$ cat src/rtl/rxf_pkg.sv
package rxf_pkg;
    typedef struct packed {
        logic       brk;
        logic       ferr;
        logic       perr;
        logic [7:0] data;
    } rxf_entry_t;
endpackage

$ cat src/rtl/rxf_store.sv
module rxf_store
    import rxf_pkg::*;
#(
    parameter int DEPTH = 64,
    localparam int AW = $clog2(DEPTH)
) (
    input  logic            clk,
    input  logic            we,
    input  logic [AW-1:0]   waddr,
    input  rxf_entry_t      wentry,
    input  logic [AW-1:0]   raddr,
    output rxf_entry_t      rentry
);
    rxf_entry_t mem_q [DEPTH];

    always_ff @(posedge clk) begin
        if (we) begin
            mem_q[waddr] <= wentry;
        end
    end

    assign rentry = mem_q[raddr];
endmodule

$ cat src/rtl/rxf_level.sv
module rxf_level #(
    parameter int DEPTH = 64,
    parameter int LVL0  = 8,
    parameter int LVL1  = 16,
    parameter int LVL2  = 56,
    parameter int LVL3  = 60,
    localparam int CW = $clog2(DEPTH + 1)
) (
    input  logic          fifo_en,
    input  logic [1:0]    sel,
    input  logic [CW-1:0] fill,
    output logic          hit
);
    logic [CW-1:0] thresh;

    always_comb begin
        unique case (sel)
            2'd0:    thresh = CW'(LVL0);
            2'd1:    thresh = CW'(LVL1);
            2'd2:    thresh = CW'(LVL2);
            default: thresh = CW'(LVL3);
        endcase
        if (!fifo_en) begin
            thresh = CW'(1);
        end
        hit = (fill >= thresh);
    end
endmodule

$ cat src/rtl/rx_fifo_status.sv
module rx_fifo_status
    import rxf_pkg::*;
#(
    parameter int DEPTH = 64,
    parameter int LVL0  = 8,
    parameter int LVL1  = 16,
    parameter int LVL2  = 56,
    parameter int LVL3  = 60,
    localparam int AW = $clog2(DEPTH),
    localparam int CW = $clog2(DEPTH + 1)
) (
    input  logic          clk,
    input  logic          rst_n,
    input  logic          fifo_en,
    input  logic [1:0]    trig_sel,
    input  logic          rx_valid,
    input  logic [7:0]    rx_byte,
    input  logic          rx_perr,
    input  logic          rx_ferr,
    input  logic          rx_brk,
    input  logic          host_pop,
    input  logic          status_rd,
    output logic [7:0]    rd_byte,
    output logic          data_ready,
    output logic          overrun,
    output logic          head_perr,
    output logic          head_ferr,
    output logic          head_brk,
    output logic          any_err,
    output logic          trig_hit,
    output logic [CW-1:0] fill_count
);
    typedef struct packed {
        logic [AW-1:0] wr_ptr;
        logic [AW-1:0] rd_ptr;
        logic [CW-1:0] count;
        logic [CW-1:0] err_cnt;
        logic          ovr;
        logic          en;
    } state_t;

    state_t     s_d, s_q;
    rxf_entry_t head, wentry;
    logic       flush, empty, do_pop, do_push, head_err, in_err;
    logic [CW-1:0] cap;

    assign wentry = '{brk: rx_brk, ferr: rx_ferr, perr: rx_perr, data: rx_byte};

    rxf_store #(.DEPTH(DEPTH)) u_store (
        .clk    (clk),
        .we     (do_push),
        .waddr  (s_q.wr_ptr),
        .wentry (wentry),
        .raddr  (s_q.rd_ptr),
        .rentry (head)
    );

    rxf_level #(
        .DEPTH(DEPTH), .LVL0(LVL0), .LVL1(LVL1), .LVL2(LVL2), .LVL3(LVL3)
    ) u_level (
        .fifo_en (fifo_en),
        .sel     (trig_sel),
        .fill    (s_q.count),
        .hit     (trig_hit)
    );

    always_comb begin
        s_d      = s_q;
        flush    = (fifo_en != s_q.en);
        cap      = fifo_en ? CW'(DEPTH) : CW'(1);
        empty    = (s_q.count == '0);
        head_err = head.brk | head.ferr | head.perr;
        in_err   = rx_brk | rx_ferr | rx_perr;
        do_pop   = host_pop && !empty && !flush;
        do_push  = rx_valid && !flush && ((s_q.count < cap) || do_pop);
        s_d.en   = fifo_en;
        if (flush) begin
            s_d.wr_ptr  = '0;
            s_d.rd_ptr  = '0;
            s_d.count   = '0;
            s_d.err_cnt = '0;
        end else begin
            s_d.wr_ptr  = s_q.wr_ptr + AW'(do_push);
            s_d.rd_ptr  = s_q.rd_ptr + AW'(do_pop);
            s_d.count   = s_q.count + CW'(do_push) - CW'(do_pop);
            s_d.err_cnt = s_q.err_cnt + CW'(do_push && in_err)
                                      - CW'(do_pop && head_err);
        end
        if (rx_valid && !flush && !do_push) begin
            s_d.ovr = 1'b1;
        end else if (status_rd) begin
            s_d.ovr = 1'b0;
        end
    end

    always_ff @(posedge clk or negedge rst_n) begin
        if (!rst_n) begin
            s_q <= '{wr_ptr: '0, rd_ptr: '0, count: '0, err_cnt: '0,
                     ovr: 1'b0, en: 1'b1};
        end else begin
            s_q <= s_d;
        end
    end

    assign data_ready = !empty;
    assign overrun    = s_q.ovr;
    assign fill_count = s_q.count;
    assign any_err    = (s_q.err_cnt != '0);
    assign rd_byte    = empty ? 8'h00 : head.data;
    assign head_perr  = !empty && head.perr;
    assign head_ferr  = !empty && head.ferr;
    assign head_brk   = !empty && head.brk;
endmodule

$ cat config.mk
export PLATFORM = sky130hd
export DESIGN_NAME = rx_fifo_status
export DESIGN_NICKNAME = d
export VERILOG_FILES = /design/src/rtl/rxf_pkg.sv /design/src/rtl/rxf_store.sv /design/src/rtl/rxf_level.sv /design/src/rtl/rx_fifo_status.sv
export SDC_FILE = /design/constraint.sdc
export NUM_CORES = 1
export LEC_CHECK = 0
export BUFFER_PORTS_ARGS = -buffer_cell sky130_fd_sc_hd__buf_2
export CAP_MARGIN = 20
export CORE_ASPECT_RATIO = 0.6
export CORE_UTILIZATION = 35
export DETAILED_ROUTE_END_ITERATION = 10
export MAX_ROUTING_LAYER = met4
export PLACE_DENSITY = 0.55
export SYNTH_ARGS = -nofsm -noshare
export SYNTH_HDL_FRONTEND = slang
export SYNTH_HIERARCHICAL = 1
export SYNTH_SLANG_ARGS = --single-unit
export TNS_END_PERCENT = 1
$ cat constraint.sdc
create_clock -name clk -period 5 [get_ports clk]
set_clock_uncertainty 0.1 [all_clocks]
set_input_delay 1 -clock clk [delete_from_list [all_inputs] [get_ports clk]]
set_output_delay 1 -clock clk [all_outputs]
set_load 0.02 [all_outputs]
==> flow_summary.json <==
{
  "start_util_pct": 35.7,
  "hold_slack_ns": 0.325,
  "areaGrowthSynthToFinish_pct": 14.8,
  "placementRows": 81,
  "rsz0062_at_grt": "false",
  "cts_htree_levels": 3,
  "holdBufCountCts": 0,
  "synth_edf_count": 704,
  "period_minus_slack_ns": 4.83,
  "leakage_uw": 0.0107,
  "reg2reg_to": "s_q[8]",
  "chipHeight_um": 226,
  "timing.rr.start": "s_q[16]",
  "max_freq_mhz": 207,
  "ys_types": 58,
  "syn-mean-instance-area_um2": 19.7,
  "antenna_found_initial": 4,
  "synth_top_area_share_pct": 72.0,
  "route.detailed.drc": 0,
  "hold_violations": 0,
  "path_max_fanout": 41,
  "max_cap_viol_count": 0,
  "seq_area_frac_synth_pct": 74.4,
  "cpLargestDelayFamily": "multiplexers",
  "stdcell_count": 2804,
  "cts_sinks": 732,
  "synth_top_area_cell": "edfxtp_1",
  "ant_nets": 0,
  "endpoint_kind": "output pin",
  "boundaryPins": 41,
  "peakVddDrop_v": 0.000236,
  "routabilityCongestion": 0.858,
  "crit_type": "register to output pin",
  "synth_fp_nets": 1538,
  "grtUsageTotal_pct": 17.9,
  "async_flop_share_pct": 3.83,
  "diodes": 0,
  "setup_viol": 0,
  "synth.ff_latch_count": 732,
  "netlist_instances": 1486,
  "dieArea_um2": 85000,
  "path_cells": "buf_12, buf_12, buf_6, mux4_2, mux4_2, a22oi_1, nand2_1, nor2b_1, buf_2",
  "dp_cells": 2681,
  "clock_latency_ns": 0.64,
  "tightest_slew_ns": 0.959,
  "critPathRequiredTime_ns": 3.90,
  "reg2regPathDepth": 17,
  "critical_path_arrival_ns": 3.73,
  "grt_pass1_vias": 14800,
  "slowest_stage": "mux4_2",
  "dominantRegCellSynth": "edfxtp_1",
  "io_buffers": 40,
  "synthTopCellsByArea": "edfxtp_1, mux4_2, mux2i_1",
  "crit_buf_inv": 4,
  "reg2reg_slack_ns": 0.34,
  "critPathLaunchType": "register",
  "viasPerCell": 5.35,
  "dpl_cell_area_um2": 31500,
  "status": "finished clean",
  "overflow": 0,
  "hold_class": "input pin to async pin",
  "clkTransAtPathRegs_ns": 0.07,
  "slew_headroom_pct": 36.0,
  "setup_tns_ns": 0,
  "first_pass_iters": 5,
  "vias": 15000,
  "root_buffer": "clkbuf_16",
  "fin_crit_sh_pct": 96.6,
  "grt_pass1_wl_um": 105000,
  "crit_path_end": "rd_byte[2]",
  "cts_setup_buffers": 0,
  "cp-startpoint": "s_q[16]",
  "fp.dieW_um": 376,
  "slew_viol_final": 0,
  "drt-initial-drc-count": 1588,
  "grt_start_max_net_pins": 65,
  "cts_buffers": 68,
  "path_depth": 9,
  "cts_buffer_depth": 3,
  "yosys_warnings": 6,
  "drive_gt1_share_pct": 25.1,
  "p_per_area_nw_per_um2": 424,
  "wl_per_cell_um": 25.8,
  "design_area_um2": 33700,
  "finalNetCount": 1684,
  "hpwl_um": 46900,
  "drt_wl_total_um": 72400,
  "core-area_um2": 82200,
  "syn_area_um2": 29300,
  "cpPeakStageDelay_ns": 0.58,
  "cts_tree": "done"
}
[metal layers]
metal	GRT usage, %	share of wire (%)
met4	3.92	1.6
met5	-	0
met2	23.7	42
met3	4.38	8.0
met1	27.3	49
[cells in the mapped netlist (12+ instances only)]
cell type    n
edfxtp_1   704
mux4_2     158
nor2_1      82
mux2i_1     73
nand2_1     46
ha_1        31
nor2b_1     31
clkbuf_1    30
dfrtp_1     27
nand3_1     23
buf_2       22
inv_1       22
a221oi_1    20
a21oi_1     16
buf_4       15
o21ai_0     14
o22ai_1     12
[worst min path at each step]
stage	endpoint	slack, ns	cells past startpoint	start
floorplan	s_q[27]	0.40	2	s_q[27]
global placement	overrun	0.41	2	overrun
detailed placement	overrun	0.42	2	overrun
CTS	s_q[19]	0.32	1	rst_n
global route	s_q[19]	0.35	1	rst_n
finish	s_q[19]	0.32	1	rst_n
[placed cells by master (no fill, tap or decap), types with 9 or more instances in the layout]
cell type / Yosys / routed
a211oi_1: 11 / 11
a21oi_1: 16 / 16
a221oi_1: 20 / 13
a22oi_1: 11 / 11
a31o_1: 10 / 10
a32o_1: 10 / 10
and2_1: 11 / 11
buf_2: 22 / 40
buf_4: 15 / 110
clkbuf_1: 30 / 23
clkbuf_16: 0 / 70
clkinv_1: 1 / 16
dfrtp_1: 27 / 24
edfxtp_1: 704 / 704
ha_1: 31 / 31
inv_1: 22 / 22
mux2i_1: 73 / 73
mux4_2: 158 / 158
nand2_1: 46 / 46
nand3_1: 23 / 23
nor2_1: 82 / 82
nor2b_1: 31 / 31
o21ai_0: 14 / 14
o22ai_1: 12 / 12
xor2_1: 9 / 9
[flip-flops by register name (all words and copies together) (netlist names)]
register	flops
fill_count	7
overrun	1
s_q	20
u_store/mem_q	704
[report_power, final]
part	total (uW)	internal, uW	switching (uW)
logic	2380	1030	1360
registers	6890	6800	89.2
clock network	5010	2750	2260
[through the flow]
stage	power, uW	setup slack (ns)	util (%)
after floorplan	8610	0.999	-
after global placement	9350	0.472	38.3
after detailed placement	9400	0.357	38.3
after CTS	14400	-0.0000200	40.9
after global routing	14800	0.0112	41.0
final	14300	0.171	41.0
[cells by family (layout without fill, tap and decap cells)]
group | after synthesis | count (layout) | synth area share [%]
multiplexers | 231 | 231 | 14.6
AND/OR/NAND/NOR | 242 | 242 | 4.05
flip-flops | 732 | 732 | 74.4
adder cells (fa/ha/maj) | 33 | 33 | 1.46
buffers and inverters | 106 | 304 | 1.77
AO/OA/AOI/OAI | 125 | 125 | 3.14
XOR/XNOR | 17 | 17 | 0.533
[repair_timing]
| item | CTS | global route |
|---|---|---|
| cloned | 0 | 0 |
| endpoints found under the setup margin | 2 | 6 |
| gates resized for setup | 2 | 13 |
[worst reg2reg max path, delay by kind of cell (launching register included)]
family                   cells  cell delay, ns
AO/OA/AOI/OAI                5            1.12
adder cells (fa/ha/maj)      3            0.93
buffers and inverters        4            0.77
multiplexers                 2            0.69
flip-flops                   1            0.56
AND/OR/NAND/NOR              3            0.40
[layout make-up]
| cell class | instances | area (um2) |
|---|---|---|
| Sequential cell | 732 | 21900 |
| Tap cell | 1120 | 1400 |
| Fill cell | 7229 | 48500 |
| Inverter | 23 | 86.3 |
| Multi-Input combinational cell | 648 | 7060 |
| Timing Repair Buffer | 159 | 1200 |
| Clock buffer | 93 | 1840 |
| Clock inverter | 29 | 251 |
No activity file was read; power rests on OpenSTA's default activity.
